`config.mk`:
```
export PLATFORM = sky130hd
export DESIGN_NAME = audio_dma_engine
export DESIGN_NICKNAME = d
export VERILOG_FILES = /design/src/rtl/aud_pkg.sv /design/src/rtl/aud_cmd_queue.sv /design/src/rtl/aud_fifo.sv /design/src/rtl/aud_clkgen.sv /design/src/rtl/audio_dma_engine.sv
export SDC_FILE = /design/constraint.sdc
export NUM_CORES = 1
export LEC_CHECK = 0
export BUFFER_PORTS_ARGS = -buffer_cell sky130_fd_sc_hd__buf_2
export CAP_MARGIN = 20
export CORE_ASPECT_RATIO = 0.7
export CORE_UTILIZATION = 42
export CTS_CLUSTER_DIAMETER = 200
export DETAILED_ROUTE_END_ITERATION = 8
export GPL_ROUTABILITY_DRIVEN = 1
export GPL_TIMING_DRIVEN = 0
export PLACE_DENSITY = 0.7
export REMOVE_ABC_BUFFERS = 1
export SYNTH_ARGS = -nofsm -noshare
export SYNTH_HDL_FRONTEND = slang
export SYNTH_SLANG_ARGS = --single-unit
```
`constraint.sdc`:
```
create_clock -name clk -period 4.07 [get_ports clk]
set_input_delay 0.814 -clock clk [delete_from_list [all_inputs] [get_ports clk]]
set_output_delay 0.814 -clock clk [all_outputs]
set_load 0.02 [all_outputs]
```
`src/rtl/aud_pkg.sv`:
```
package aud_pkg;
  localparam logic [4:0] OFS_ADDR = 5'h00;
  localparam logic [4:0] OFS_LEN  = 5'h04;
  localparam logic [4:0] OFS_CTRL = 5'h08;
  localparam logic [4:0] OFS_STAT = 5'h0C;
  localparam logic [4:0] OFS_DPER = 5'h10;
  localparam logic [4:0] OFS_HALF = 5'h14;

  localparam int STAT_FULL_HI = 31;
  localparam int STAT_BUSY    = 30;
  localparam int STAT_FULL_LO = 0;
endpackage

```
`src/rtl/aud_cmd_queue.sv`:
```
module aud_cmd_queue #(
  parameter int AW = 24,
  parameter int CW = 16
) (
  input  logic          clk,
  input  logic          rst_n,
  input  logic          push,
  input  logic [AW-1:0] push_addr,
  input  logic [CW-1:0] push_cnt,
  input  logic          issue,
  input  logic          idle,
  output logic          act_valid,
  output logic          pend_valid,
  output logic [AW-1:0] act_addr,
  output logic [CW-1:0] act_cnt
);
  logic          act_v_q, act_v_n, pend_v_q, pend_v_n;
  logic [AW-1:0] act_a_q, act_a_n, pend_a_q, pend_a_n;
  logic [CW-1:0] act_c_q, act_c_n, pend_c_q, pend_c_n;
  logic          retire;

  assign retire = act_v_q && (act_c_q == '0) && idle;

  always_comb begin
    act_v_n  = act_v_q;  act_a_n  = act_a_q;  act_c_n  = act_c_q;
    pend_v_n = pend_v_q; pend_a_n = pend_a_q; pend_c_n = pend_c_q;
    if (retire) begin
      if (pend_v_q) begin
        act_a_n  = pend_a_q;
        act_c_n  = pend_c_q;
        pend_v_n = 1'b0;
      end else begin
        act_v_n = 1'b0;
      end
    end else if (issue) begin
      act_a_n = act_a_q + AW'(4);
      act_c_n = act_c_q - CW'(1);
    end
    if (push) begin
      if (!act_v_q || (retire && !pend_v_q)) begin
        act_v_n = 1'b1;
        act_a_n = push_addr;
        act_c_n = push_cnt;
      end else if (!pend_v_q) begin
        pend_v_n = 1'b1;
        pend_a_n = push_addr;
        pend_c_n = push_cnt;
      end
    end
  end

  always_ff @(posedge clk or negedge rst_n) begin
    if (!rst_n) begin
      act_v_q <= 1'b0; act_a_q <= '0; act_c_q <= '0;
      pend_v_q <= 1'b0; pend_a_q <= '0; pend_c_q <= '0;
    end else begin
      act_v_q <= act_v_n; act_a_q <= act_a_n; act_c_q <= act_c_n;
      pend_v_q <= pend_v_n; pend_a_q <= pend_a_n; pend_c_q <= pend_c_n;
    end
  end

  assign act_valid  = act_v_q;
  assign pend_valid = pend_v_q;
  assign act_addr   = act_a_q;
  assign act_cnt    = act_c_q;
endmodule

```
`src/rtl/aud_fifo.sv`:
```
module aud_fifo #(
  parameter int W     = 32,
  parameter int DEPTH = 4
) (
  input  logic                         clk,
  input  logic                         rst_n,
  input  logic                         push,
  input  logic [W-1:0]                 wdata,
  input  logic                         pop,
  output logic [W-1:0]                 rdata,
  output logic                         empty,
  output logic [$clog2(DEPTH+1)-1:0]   level
);
  localparam int PW = (DEPTH > 1) ? $clog2(DEPTH) : 1;
  localparam int CW = $clog2(DEPTH+1);

  logic [W-1:0]  mem [DEPTH];
  logic [PW-1:0] wp_q, wp_n, rp_q, rp_n;
  logic [CW-1:0] cnt_q, cnt_n;
  logic          do_push, do_pop;

  assign do_pop  = pop && (cnt_q != '0);
  assign do_push = push && ((cnt_q != CW'(DEPTH)) || do_pop);

  always_comb begin
    wp_n  = wp_q;
    rp_n  = rp_q;
    cnt_n = cnt_q;
    if (do_push) wp_n = (wp_q == PW'(DEPTH-1)) ? '0 : wp_q + PW'(1);
    if (do_pop)  rp_n = (rp_q == PW'(DEPTH-1)) ? '0 : rp_q + PW'(1);
    if (do_push && !do_pop) cnt_n = cnt_q + CW'(1);
    else if (do_pop && !do_push) cnt_n = cnt_q - CW'(1);
  end

  always_ff @(posedge clk or negedge rst_n) begin
    if (!rst_n) begin
      wp_q <= '0; rp_q <= '0; cnt_q <= '0;
    end else begin
      wp_q <= wp_n; rp_q <= rp_n; cnt_q <= cnt_n;
    end
  end

  always_ff @(posedge clk) begin
    if (do_push) mem[wp_q] <= wdata;
  end

  assign rdata = mem[rp_q];
  assign empty = (cnt_q == '0);
  assign level = cnt_q;
endmodule

```
`src/rtl/aud_clkgen.sv`:
```
module aud_clkgen #(
  parameter int DPER_W = 14,
  parameter int HP_W   = 4
) (
  input  logic              clk,
  input  logic              rst_n,
  input  logic              en,
  input  logic [DPER_W-1:0] dper,
  input  logic [HP_W-1:0]   half,
  output logic              tick,
  output logic              bit_clk
);
  logic [DPER_W-1:0] scnt_q, scnt_n;
  logic [HP_W-1:0]   hcnt_q, hcnt_n;
  logic              bclk_q, bclk_n;

  assign tick = en && (scnt_q == dper);

  always_comb begin
    if (!en || tick) scnt_n = '0;
    else             scnt_n = scnt_q + DPER_W'(1);

    hcnt_n = hcnt_q;
    bclk_n = bclk_q;
    if (half == '0) begin
      hcnt_n = '0;
      bclk_n = 1'b0;
    end else if (hcnt_q >= half) begin
      hcnt_n = '0;
      bclk_n = !bclk_q;
    end else begin
      hcnt_n = hcnt_q + HP_W'(1);
    end
  end

  always_ff @(posedge clk or negedge rst_n) begin
    if (!rst_n) begin
      scnt_q <= '0; hcnt_q <= '0; bclk_q <= 1'b0;
    end else begin
      scnt_q <= scnt_n; hcnt_q <= hcnt_n; bclk_q <= bclk_n;
    end
  end

  assign bit_clk = bclk_q;
endmodule

```
`src/rtl/audio_dma_engine.sv`:
```
module audio_dma_engine #(
  parameter int ADDR_W     = 24,
  parameter int LEN_W      = 18,
  parameter int DPER_W     = 14,
  parameter int HP_W       = 4,
  parameter int FIFO_DEPTH = 4
) (
  input  logic              clk,
  input  logic              rst_n,
  input  logic              reg_we,
  input  logic [4:0]        reg_addr,
  input  logic [31:0]       reg_wdata,
  output logic [31:0]       reg_rdata,
  output logic              mem_req,
  output logic [ADDR_W-1:0] mem_addr,
  input  logic              mem_rvalid,
  input  logic [31:0]       mem_rdata,
  output logic [31:0]       sample_out,
  output logic              sample_strobe,
  output logic              bit_clk,
  output logic              irq
);
  import aud_pkg::*;

  localparam int WC_W = LEN_W - 2;
  localparam int LV_W = $clog2(FIFO_DEPTH + 1);

  logic [ADDR_W-4:0] astage_q, astage_n;
  logic [DPER_W-1:0] dper_q, dper_n;
  logic [HP_W-1:0]   half_q, half_n;
  logic              en_q, en_n, irq_q, irq_n, full_d_q;
  logic              outst_q, outst_n, strobe_q;
  logic [31:0]       samp_q, samp_n;

  logic              push, act_v, pend_v, tick, fifo_empty;
  logic [ADDR_W-1:0] act_addr;
  logic [WC_W-1:0]   act_cnt, push_cnt;
  logic [31:0]       fifo_head;
  logic [LV_W-1:0]   fifo_level;

  assign push     = reg_we && (reg_addr == OFS_LEN);
  assign push_cnt = {reg_wdata[LEN_W-1:3], 1'b0};
  assign mem_req  = en_q && act_v && (act_cnt != '0) && !outst_q &&
                    (fifo_level < LV_W'(FIFO_DEPTH));
  assign mem_addr = act_addr;

  aud_cmd_queue #(.AW(ADDR_W), .CW(WC_W)) u_queue (
    .clk(clk), .rst_n(rst_n), .push(push),
    .push_addr({astage_q, 3'b000}), .push_cnt(push_cnt),
    .issue(mem_req), .idle(!outst_q),
    .act_valid(act_v), .pend_valid(pend_v),
    .act_addr(act_addr), .act_cnt(act_cnt)
  );

  aud_fifo #(.W(32), .DEPTH(FIFO_DEPTH)) u_fifo (
    .clk(clk), .rst_n(rst_n), .push(mem_rvalid), .wdata(mem_rdata),
    .pop(tick), .rdata(fifo_head), .empty(fifo_empty), .level(fifo_level)
  );

  aud_clkgen #(.DPER_W(DPER_W), .HP_W(HP_W)) u_clkgen (
    .clk(clk), .rst_n(rst_n), .en(en_q), .dper(dper_q), .half(half_q),
    .tick(tick), .bit_clk(bit_clk)
  );

  always_comb begin
    astage_n = astage_q;
    dper_n   = dper_q;
    half_n   = half_q;
    en_n     = en_q;
    if (reg_we) begin
      case (reg_addr)
        OFS_ADDR: astage_n = reg_wdata[ADDR_W-1:3];
        OFS_CTRL: en_n     = reg_wdata[0];
        OFS_DPER: dper_n   = reg_wdata[DPER_W-1:0];
        OFS_HALF: half_n   = reg_wdata[HP_W-1:0];
        default: ;
      endcase
    end
    irq_n = irq_q;
    if (reg_we && (reg_addr == OFS_STAT)) irq_n = 1'b0;
    if (full_d_q && !pend_v) irq_n = 1'b1;
    outst_n = outst_q;
    if (mem_req)    outst_n = 1'b1;
    if (mem_rvalid) outst_n = 1'b0;
    samp_n = samp_q;
    if (tick) samp_n = fifo_empty ? 32'h0 : fifo_head;
  end

  always_ff @(posedge clk or negedge rst_n) begin
    if (!rst_n) begin
      astage_q <= '0; dper_q <= '0; half_q <= '0; en_q <= 1'b0;
      irq_q <= 1'b0; full_d_q <= 1'b0; outst_q <= 1'b0;
      samp_q <= '0; strobe_q <= 1'b0;
    end else begin
      astage_q <= astage_n; dper_q <= dper_n; half_q <= half_n; en_q <= en_n;
      irq_q <= irq_n; full_d_q <= pend_v; outst_q <= outst_n;
      samp_q <= samp_n; strobe_q <= tick;
    end
  end

  always_comb begin
    reg_rdata = '0;
    case (reg_addr)
      OFS_CTRL: reg_rdata = {31'b0, en_q};
      OFS_STAT: begin
        reg_rdata[STAT_FULL_HI] = pend_v;
        reg_rdata[STAT_BUSY]    = act_v;
        reg_rdata[STAT_FULL_LO] = pend_v;
      end
      OFS_DPER: reg_rdata = 32'(dper_q);
      OFS_HALF: reg_rdata = 32'(half_q);
      default: ;
    endcase
  end

  assign sample_out    = samp_q;
  assign sample_strobe = strobe_q;
  assign irq           = irq_q;
endmodule

```
; ---- After elaboration in Yosys (flattened, before gate mapping)
; Memories as Yosys holds them, arrays and structs flattened.
; Cells that the tools add are included.
; W data, S select, Z words.
[totals]
regBits = 180
mem_bits_rw = 128
input_bits = 73
out_inout_bits = 92
word_cells = 120
mem_count = 1
[op_classes]
n_addsub = 8
order_cmp = 2
n_eq_ne = 9
mux = 37
n_bitwise = 2
reduce_logical = 40
[mem_list]
columns = name, words, word_bits, read_ports, rd_ports_with_merged_regs, wr, line
row1 = u_fifo.mem, 4, 32, 1, 0, 1, aud_fifo.sv:17  ; logic [W-1:0] mem [DEPTH];
[op_table]
columns = cell, count
row1 = $mux W24, 5
row2 = $mux W16, 5
row3 = $mux W32, 1
row4 = $pmux W13 S2, 1
row5 = $add A24 B3 Y24 const B, 1
row6 = $logic_not A16 Y1, 1
row7 = $mux W1, 16
row8 = $reduce_bool A16 Y1, 1
row9 = $sub A16 B1 Y16 const B, 1
row10 = $logic_and A1 B1 Y1, 15
row11 = $add A14 B1 Y14 const B, 1
row12 = $eq A14 B14 Y1, 1
row13 = $mux W14, 1
row14 = $eq A5 B4 Y1 const B, 2
row15 = $eq A5 B5 Y1 const B, 2
row16 = $mux W4, 2
row17 = $reduce_and A2 Y1, 4
row18 = $reduce_bool A2 Y1, 4
row19 = $logic_not A1 Y1, 7
row20 = $mux W2, 3
row21 = $mux W3, 2
row22 = $eq A5 B3 Y1 const B, 1
row23 = $logic_not A5 Y1, 1
row24 = $add A2 B1 Y2 const B, 2
row25 = other kinds (14), 18

; ---- Longest topological paths before layout
; Gate-level depths: netlist (run 1).
[depth]
depth_word = 9
ltp_mapped = 13
depth_no_buf = 11

; ---- Cells and area by module
; A second synthesis (run 1) with hierarchy kept.
[hier_totals]
hier_cells = 1061
area_unflattened_um2 = 14199.9
[by_module_without_submodules]
columns = mod, n_inst, cells_each, area_each_um2, seq_area_each_um2
row1 = aud_fifo, 1, 204, 5053.6, 4018.9
row2 = aud_cmd_queue, 1, 457, 4626.9, 2052.0
row3 = audio_dma_engine, 1, 287, 3420.8, 1901.8
row4 = aud_clkgen, 1, 113, 1098.6, 475.5

; ---- Least setup slack after synthesis (run 1)
; Ideal clock, no wire load.
[synth_path]
path_type = flip-flop to flip-flop
startpoint = reg u_clkgen.scnt_q[4]
endpoint = reg u_fifo.cnt_q[1] (netlist: u_fifo.level[1])
arrival_ps = 2744
required_time_ps = 3945
setup_slack_ps = 1201
stages_incl_launch_ff = 12
n_path_buf = 2
cell_sequence = dfrtp_1 xnor2_1 nand4_1 nor4_1 and2_1 clkbuf_1 buf_1 nand2b_1 ha_1 inv_1 fa_1 mux2_2
[synth_between]
word_cells_on_any_way = 11
cone_classes = eq/ne: 1 / mux: 1 / reduce/logical: 9
[synth_rtl]
columns = item, line
row1 = "start, declared", aud_clkgen.sv:13  ; logic [DPER_W-1:0] scnt_q, scnt_n;
row2 = "start signal, assigned", aud_clkgen.sv:40  ; scnt_q <= scnt_n; hcnt_q <= hcnt_n; bclk_q <= bclk_n;
row3 = $eq A14 B14 Y1 (*), aud_clkgen.sv:17  ; assign tick = en && (scnt_q == dper);
row4 = $logic_and A1 B1 Y1 (*), aud_clkgen.sv:17
row5 = net tick, audio_dma_engine.sv:35  ; logic push, act_v, pend_v, tick, fifo_empty;
row6 = $logic_and A1 B1 Y1 (*), aud_fifo.sv:22  ; assign do_pop = pop && (cnt_q != '0);
row7 = $logic_or A1 B1 Y1, aud_fifo.sv:23  ; assign do_push = push && ((cnt_q != CW'(DEPTH)) || do_pop);
row8 = $logic_and A1 B1 Y1, aud_fifo.sv:23
row9 = $logic_and A1 B1 Y1 (*), aud_fifo.sv:31  ; if (do_push && !do_pop) cnt_n = cnt_q + CW'(1);
row10 = $mux W3 (*), aud_fifo.sv:31
row11 = net u_fifo.cnt_n[1], aud_fifo.sv:19  ; logic [CW-1:0] cnt_q, cnt_n;
row12 = "end signal, assigned", aud_fifo.sv:39  ; wp_q <= wp_n; rp_q <= rp_n; cnt_q <= cnt_n;
row13 = "end, declared", aud_fifo.sv:19
; Mark *: on every way through the listed nets, which the timed path passes. The rest lies on a longest branch.
; A chain may end at the register's enable or synchronous reset.

; ---- Worst setup path after layout (run 1)
[layout_path]
startpoint = reg u_queue.act_c_q[0] (netlist: u_queue.act_cnt[0])
endpoint = out mem_req
[layout_between]
elab_chain_len = 4
[layout_lines]
columns = item, line
row1 = "start, declared", aud_cmd_queue.sv:19  ; logic [CW-1:0] act_c_q, act_c_n, pend_c_q, pend_c_n;
row2 = "start signal, assigned", aud_cmd_queue.sv:57  ; act_v_q <= act_v_n; act_a_q <= act_a_n; act_c_q <= act_c_n;
row3 = $reduce_bool A16 Y1, audio_dma_engine.sv:43  ; assign mem_req = en_q && act_v && (act_cnt != '0) && !outst_q &&
row4 = $logic_and A1 B1 Y1 (3 in a row), audio_dma_engine.sv:43
row5 = "end, declared", audio_dma_engine.sv:14  ; output logic mem_req,
; No other way between the ends.

==> results of run 1 <==
metrics by stage:
| stage | cells | power (mW) | hold WS [ps] | utilization [%] | cell area [um^2] |
|---|---|---|---|---|---|
| global placement | 1495 | 6.097 | 461.3 | 46.45 | 14690 |
| finish | 1570 | 8.958 | 202.6 | 50.80 | 16060 |
| CTS | 1568 | 9.073 | 190.7 | 50.77 | 16050 |
| floorplan | 935 | 5.473 | 454.7 | - | 13460 |
| detailed placement | 1512 | 6.220 | 465.8 | 47.61 | 15050 |
| global route | 1569 | 9.401 | 215.2 | 50.80 | 16060 |
flip-flops by register name, indices dropped and copies added, names as in the netlist, 2 cells and up:
name              cells
u_queue.pend_c_q     15
u_clkgen.hcnt_q       4
u_fifo.rp_q           2
half_q                4
u_queue.pend_a_q     21
u_fifo.level          3
dper_q               14
u_queue.act_addr     24
u_fifo.mem          128
astage_q             21
u_fifo.wp_q           2
u_queue.act_cnt      16
u_clkgen.scnt_q      14
sample_out           32
worst reg2reg max path, cell delays in order (launching register included):
cell and delay [ps]:
dfrtp_1 400, inv_1 130, ha_1 210, or4b_4 540
or4_4 640, nor2_8 240, nor3_4 120, buf_16 220
buf_16 160, buf_16 170, mux2_4 300
logic make-up (layout without fill, tap and decap cells):
family | Yosys count | after routing
XOR/XNOR | 57 | 57
flip-flops | 308 | 308
multiplexers | 147 | 147
buffers and inverters | 79 | 231
other | 1 | 17
AND/OR/NAND/NOR | 275 | 275
AO/OA/AOI/OAI | 99 | 99
adder cells (fa/ha/maj) | 16 | 16
timing repair:
action / CTS / global route
gates resized for setup: 0 / 1
setup buffers: 0 / 0
setup endpoints to repair: 0 / 1
power by group:
part	switching, mW	internal (mW)	total, mW	leakage (nW)
Clock	1.19	1.63	2.83	0.490
Combinational	1.00	0.916	1.92	2.65
Sequential	0.387	3.83	4.21	3.46
Total	2.58	6.37	8.96	6.59
area by class of cell:
cell class	count	area, um^2	share of cell area [%]
antenna	1	2.502	0.01558
clock buffer	37	787.0	4.899
clock inverter	19	211.5	1.316
inverter	17	63.81	0.3972
multi-input combinational	610	5099	31.74
sequential	308	8351	51.98
tap	420	525.5	3.271
timing repair buffer	158	1025	6.379
worst min-delay path by stage:
stage | start | endpoint | depth (start not counted)
final | rst_n | u_clkgen.hcnt_q[3] | 1
after global routing | rst_n | u_clkgen.scnt_q[3] | 1
after CTS | rst_n | u_clkgen.hcnt_q[3] | 1
after detailed placement | full_d_q | irq | 1
after global placement | full_d_q | irq | 1
after floorplan | u_clkgen.hcnt_q[0] | u_clkgen.hcnt_q[0] | 1
layer usage:
metal	track usage [%]	vias to the layer above	wire [um]
li1	-	3904	-
met1	29.08	4369	14940
met2	26.89	259	13820
met3	4.438	50	2248
met4	4.063	2	646
met5	0	-	13
cell usage after synthesis, types with 15 or more instances:
cell type	count
o22ai_1	18
nor2_1	73
mux2_4	30
nand2_1	39
edfxtp_1	128
mux4_2	32
clkbuf_1	32
nor2b_1	36
xnor2_1	42
nor3_1	25
mux2_2	83
dfrtp_1	180
and3_1	23
xor2_1	15
ha_1	15
a21oi_1	17
nand3_1	15
a31oi_1	16
buf_4	16
inv_1	17
==> results.toml, run 1 <==
[global_route]
grt_max_degree = 120
grt_pass1_vias = 8347
grt_pass1_wl_um = 48960
antenna_found_initial = 1
overflow = 0
gr-usage-all-layers_pct = 18.89

[synth]
synthesis.area_um2 = 13730
yosysSeqAreaShare_pct = 60.81
ys_seq_elements = 308
syn_area_per_cell_um2 = 13.98
netlist_instances = 982
synth_compound_area_share_pct = 5.104
synth_largest_area_cell = "dfrtp_1"
synth_top_family_by_area = "multiplexers"
synthSimpleGateAreaFrac_pct = 10.62
yosys-top-cells-area = "dfrtp_1, edfxtp_1, mux2_2"
yosysWarnings = 0
synthMuxAreaShare_pct = 15.48
async_reset_ff_share_pct = 58.44
netlist.area_leader.share_pct = 32.81
ys_types = 63
synthFlopType = "dfrtp_1"
synth_fa_ha_area_share_pct = 1.513
synth_edf_count = 128
synth_xor_area_share_pct = 3.637

[cts]
htree_levels = 1
clk_pin_slew_worst_paths_ps = 60
cts_buffers = 30
clk_latency_ps = 580
clock_tree.root_cell = "clkbuf_16"
cts_tree = "built"
clk_path_buf_depth = 3
cts_num_sinks = 308
cts_hold_buf = 0

[drt]
drt_first_iter_violations = 534
wl_per_cell_um = 20.17
vias = 8584
antenna_left = 0
vias_per_cell = 5.468
drc = 0
totalWireLength_um = 31670
dr.pass1.iters = 5

[final_layout]
nets = 1214
final_cell_mix = "dfrtp_1, buf_2, edfxtp_1"
fillCellCount = 2717
drive_above_1_share_pct = 31.94
final_common_cell = "dfrtp_1"
areaGrowthSynthToFinish_pct = 17.02

[critical_path]
crit_type = "register to output port"
cp.depth = 7
cpMostUsedCell = "inv_1"
cp.arrival_ps = 3100
r2r_cells = 10
cp_data_required_time_ps = 3260
crit_start = "u_queue.act_cnt[0]"
cp-start-kind = "register"
crit_path_end_kind = "output port"
cp_top_family = "simple AND/OR/NAND/NOR gates"
r2r_start = "u_queue.act_cnt[0]"
cp_num_buf_inv = 3
reg2reg_slack_ps = 840
critPathSlowestCell = "or4_4"
crit_path_end = "mem_req"
slowest_delay_ps = 640
path_max_fanout = 14
crit_chain = "inv_1, ha_1, or4b_4, or4_4, nand2_1, inv_1, buf_2"
reg2reg_to = "u_queue.pend_a_q[12]"

[timing]
finalClockSkew_ps = 34.72
period_minus_slack_ps = 3909
timing.slew.headroom_pct = 32.11
tightest_slew_ps = 1010
max_freq_mhz = 255.8
setup_tns_ps = 0
drv_slew = 0
hold_viol = 0
setup_viol_count_final = 0
setup_ws_ps = 160.7
rsz0062_at_grt = "no"
finalCritPeriodShare_pct = 96.05

[power]
vdd_drop_max_mv = 0.4647
p_per_area_nw_per_um2 = 557.6
p_leak_nw = 6.594

[floorplanning]
fp-row-count = 54
die_x_um = 218.1
die_area_um2 = 33420
core_area_um2 = 31620
start_util_pct = 43.42
io_pins = 165
die-height_um = 153.3

[run]
cap_violations = 0

[place]
port_buffers = 140
dpl_worst_slack_ps = 665.6
routabilityCongestion = 0.8598
dp_hpwl_um = 21300

[run_status]
status = "complete, no violations"

[min_path]
min_path_type = "input pin to asynchronous set/reset pin"
No activity file was read; power rests on OpenSTA's default activity.
==> inputs of run 2 (changes only) <==
CORE_MARGIN = 2   (was not set)
==> results.toml, run 2 (synthesized netlist as in run 1, its figures left out) <==
[critical_path]
slowest_delay_ps = 640
crit_chain = "inv_1, ha_1, or4b_4, or4_4, nand2_1, inv_1, buf_2"
cpMostUsedCell = "inv_1"
cp_data_required_time_ps = 3260
crit_path_end = "mem_req"
r2r_cells = 10
cp.arrival_ps = 3110
r2r_start = "u_queue.act_cnt[0]"
crit_start = "u_queue.act_cnt[0]"
critPathSlowestCell = "or4_4"
reg2reg_to = "u_queue.pend_a_q[4]"
path_max_fanout = 13
crit_path_end_kind = "output port"
cp-start-kind = "register"
reg2reg_slack_ps = 780
crit_type = "register to output port"

[timing]
setup_ws_ps = 141.0
rsz0062_at_grt = "no"
timing.slew.headroom_pct = 38.19
hold_viol = 0
drv_slew = 0
max_freq_mhz = 254.5
period_minus_slack_ps = 3929
finalCritPeriodShare_pct = 96.53
hold_slack_ps = 294.8
finalClockSkew_ps = 16.67
setup_viol_count_final = 0
setup_tns_ps = 0
tightest_slew_ps = 925.2

[global_route]
antenna_found_initial = 2
grt_pass1_wl_um = 50180
overflow = 0
gr-usage-all-layers_pct = 19.00
grt_max_degree = 102
grt_pass1_vias = 8515

[final_layout]
final_common_cell = "dfrtp_1"
regMostFlops = "u_fifo.mem"
nets = 1220
drive_above_1_share_pct = 32.70
areaGrowthSynthToFinish_pct = 18.22
largest_reg_flops = 128
final_cell_mix = "dfrtp_1, buf_2, edfxtp_1"

[drt]
wl_met1_um = 14960
vias = 8647
drc = 0
wl_met3_um = 2130
wl_per_cell_um = 20.27
antenna_left = 0
totalWireLength_um = 32110
vias_per_cell = 5.459
dr.pass1.iters = 4
wl_met2_um = 14110
topRoutingLayerUsed = "met5"
drt_first_iter_violations = 669

[power]
p_leak_nw = 6.671
power.switching_fraction_pct = 28.26
p_int_mw = 6.656
pwr-share-seq_pct = 45.3
p_clk_share_pct = 33.7
switching_power_mw = 2.622
p_comb_share_pct = 21.0
vdd_drop_max_mv = 0.2919
p_per_area_nw_per_um2 = 571.6

[cts]
clock_tree.root_cell = "clkbuf_16"
htree_levels = 1
cts_num_sinks = 308
cts_tree = "built"
cts_buffers = 31
clk_path_buf_depth = 3
clk_pin_slew_worst_paths_ps = 70
clk_latency_ps = 570

[place]
dp_hpwl_um = 21500
dpl_worst_slack_ps = 632.9
routabilityCongestion = 0.8272
port_buffers = 140

[run_status]
status = "complete, no violations"

[floorplanning]
start_util_pct = 42.54
die_x_um = 220.1
die_area_um2 = 34170
io_pins = 165
core_area_um2 = 32270
fp-row-count = 55
die-height_um = 155.3

[min_path]
min_path_type = "input pin to asynchronous set/reset pin"

[run]
cap_violations = 0
[run 2: cell types whose count changed in the layout (fill, tap and decap cells not counted)]
| cell | delta |
|---|---|
| clkbuf_1 | -2 |
| clkbuf_16 | +1 |
| clkinvlp_4 | +1 |
| inv_8 | +1 |
| buf_16 | -3 |
| bufinv_16 | +3 |
| clkbuf_8 | +2 |
| buf_4 | +3 |
| buf_6 | +1 |
| clkinv_1 | -2 |
| buf_12 | +4 |
| clkinv_8 | -1 |
| clkinv_2 | -1 |
[run 2: what timing repair did]
item	4_1_cts	5_1_grt
endpoints found under the hold margin	0	0
resized for setup	0	1
hold buffers	0	0
buffers inserted	0	3
setup endpoints to repair	0	1
[run 2: power by group through the flow]
| stage | clock network [mW] | registers (mW) | logic, mW |
|---|---|---|---|
| floorplan | 0 | 4.37 | 1.10 |
| global placement | 0 | 4.31 | 1.79 |
| detailed placement | 0 | 4.27 | 1.97 |
| CTS | 3.20 | 4.21 | 1.98 |
| global route | 3.32 | 4.28 | 2.12 |
| finish | 3.13 | 4.21 | 1.94 |
[run 2: routing by layer]
metal,track usage (%),vias to the layer above
li1,-,3922
met1,29.31,4380
met2,27.27,284
met3,3.636,59
met4,5.369,2
met5,0,-
[run 2: how the worst min path moves through the flow]
stage,start,end
floorplan,u_clkgen.hcnt_q[0],u_clkgen.hcnt_q[0]
global placement,full_d_q,irq
detailed placement,full_d_q,irq
CTS,rst_n,u_queue.pend_a_q[23]
global route,rst_n,u_queue.pend_a_q[23]
finish,rst_n,astage_q[18]
[run 2: area by class of cell]
| cell class | count | area, um^2 |
|---|---|---|
| Antenna cell | 1 | 2.502 |
| Clock buffer | 38 | 832.0 |
| Clock inverter | 20 | 291.5 |
| Fill cell | 2757 | 16050 |
| Inverter | 17 | 63.81 |
| Multi-Input combinational cell | 610 | 5099 |
| Sequential cell | 308 | 8351 |
| Tap cell | 427 | 534.3 |
| Timing Repair Buffer | 163 | 1056 |
[run 2: through the flow]
stage               total power, mW  std cells  area, um^2  utilization (%)
floorplan                     5.473        935       13460                -
global placement              6.105       1502       14700            45.54
detailed placement            6.234       1521       15070            46.70
CTS                           9.392       1579       16200            50.18
global route                  9.722       1583       16230            50.28
finish                        9.277       1584       16230            50.28
[run 2: worst max-delay path, delay by kind of cell (launching register included)]
kind          cells  cell delay, ps
fa+ha+maj         1             210
buf+inv           3             520
simple gates      3            1410
flops             1             400
==> inputs of run 3 (changes only) <==
ABC_AREA = 1   (was not set)
==> results.toml, run 3 <==
[drt]
antenna_left = 0
totalWireLength_um = 35800
vias_per_cell = 5.054
dr.pass1.iters = 7
wl_per_cell_um = 16.26
vias = 11120
drc = 0
drt_first_iter_violations = 1006

[timing]
drv_slew = 0
max_freq_mhz = 264.2
hold_slack_ps = 215.2
timing.slew.headroom_pct = 30.67
tightest_slew_ps = 1039
setup_viol_count_final = 0
period_minus_slack_ps = 3785
hold_viol = 0
rsz0062_at_grt = "no"
setup_tns_ps = 0
finalClockSkew_ps = 12.65
finalCritPeriodShare_pct = 93.01

[global_route]
antenna_found_initial = 9
grt_pass1_wl_um = 57460
gr-usage-all-layers_pct = 19.94
grt_pass1_vias = 10560
grt_max_degree = 92
overflow = 0

[floorplanning]
fp-row-count = 57
start_util_pct = 42.33
die_area_um2 = 36250
die-height_um = 159.9
core_area_um2 = 34450
die_x_um = 226.7
io_pins = 165

[synth]
netlist.area_leader.share_pct = 30.89
yosys-top-cells-area = "dfrtp_1, edfxtp_1, nand2_1"
yosysWarnings = 0
synth_edf_count = 128
ys_types = 43
netlist_instances = 1575
synthesis.area_um2 = 14580
async_reset_ff_share_pct = 58.44
synth_commonest_cells = "nand2_1, dfrtp_1, nor2_1, inv_1, edfxtp_1"
synth_largest_area_cell = "dfrtp_1"
yosysSeqAreaShare_pct = 57.25
ys_seq_elements = 308
synthFlopType = "dfrtp_1"
syn_area_per_cell_um2 = 9.259
synth_most_common_cell = "nand2_1"

[place]
dp_hpwl_um = 24280
dpl_cell_area_um2 = 15840
routabilityCongestion = 0.8682
port_buffers = 140
placed_cells = 2134

[cts]
clock_tree.root_cell = "clkbuf_16"
cts_tree = "built"
clk_path_buf_depth = 3
clk_latency_ps = 570
cts_setup_buffers = 0
htree_levels = 1
cts_buffers = 31
cts_num_sinks = 308
cts_hold_buf = 0
clk_pin_slew_worst_paths_ps = 60

[final_layout]
regArea_um2 = 8352
drive_above_1_share_pct = 16.84
areaGrowthSynthToFinish_pct = 16.66
largest_reg_flops = 128
final_cell_mix = "nand2_1, dfrtp_1, nor2_1"
multiInputGateArea_um2 = 5260
fillCellCount = 3151
fin_area_um2 = 17010
regMostFlops = "u_fifo.mem"
stdcell_count = 2201
post-route-util_pct = 49.39
nets = 1786
final_common_cell = "nand2_1"

[critical_path]
crit_type = "register to output port"
cp_data_required_time_ps = 3260
path_max_fanout = 24
crit_path_end_kind = "output port"
cp.arrival_ps = 2970
cp-start-kind = "register"

[power]
p_per_area_nw_per_um2 = 632.6
p_leak_nw = 7.709
vdd_drop_max_mv = 0.3460

[run_status]
status = "complete, no violations"

[min_path]
min_path_type = "input pin to asynchronous set/reset pin"

[run]
cap_violations = 0
## run 3: final cells by class
type | instances | area share, %
Antenna cell | 7 | 0.1030
Clock buffer | 42 | 4.979
Clock inverter | 16 | 1.412
Inverter | 167 | 3.685
Multi-Input combinational cell | 1033 | 30.92
Sequential cell | 308 | 49.09
Tap cell | 472 | 3.471
Timing Repair Buffer | 156 | 6.340
## run 3: worst paths after layout
kind                                    startpoint                to  slack (ps)  cells past startpoint
max in group asynchronous                    rst_n    u_fifo.rp_q[0]        2920                      2
worst min-delay path                         rst_n      astage_q[18]         220                      1
worst max-delay path                          en_q           mem_req         280                      5
worst max register to register  u_clkgen.scnt_q[9]   u_fifo.level[1]         490                     13
worst min register to register      sample_out[17]    sample_out[17]         480                      2
min in group clk                      mem_rdata[1]  u_fifo.mem[2][1]         460                      1
## run 3: report_power, final
group          leakage [nW]  switching, mW  internal [mW]
logic                  3.81           1.98           1.14
clock network         0.526           1.20           1.84
registers              3.37          0.574           4.04
total                  7.71           3.75           7.01
## run 3: stage by stage
step                      worst slack (ps)  total power, mW
final                                284.5            10.76
after global routing                 124.5            11.43
after CTS                            56.25            10.83
after detailed placement             40.47            7.761
after global placement               -1238            7.558
after floorplan                      343.3            6.628
## run 3: critical path, cell delays in order (launching register included)
cell and delay (ps):
dfrtp_1 540, nand2_1 140, nor3_2 650, nand2_4 320, inv_2 460, buf_2 270
## run 3: repair_timing
action,4_1_cts,5_1_grt
gates cloned,0,0
resized for setup,3,2
endpoints found under the setup margin,2,3
## run 3: layer usage
layer	vias up	track usage [%]	wire (um)
met1	5390	29.66	16910
met3	57	3.753	2025
met5	-	0	27
li1	5407	-	-
met2	265	30.07	16020
met4	4	4.904	805
## run 3: logic make-up (layout without fill, tap and decap cells)
| group | Yosys count | count (layout) | synth area share (%) |
|---|---|---|---|
| muxes | 11 | 11 | 0.8494 |
| adders and majority gates | 16 | 16 | 1.424 |
| DFF | 308 | 308 | 57.25 |
| xor gates and xnor gates | 32 | 32 | 1.922 |
| and+or+nand+nor | 730 | 730 | 21.37 |
| buffers and inverters | 249 | 381 | 7.413 |
| AOI/OAI and AO/OA | 228 | 228 | 9.747 |
| other | 1 | 23 | 0.02572 |
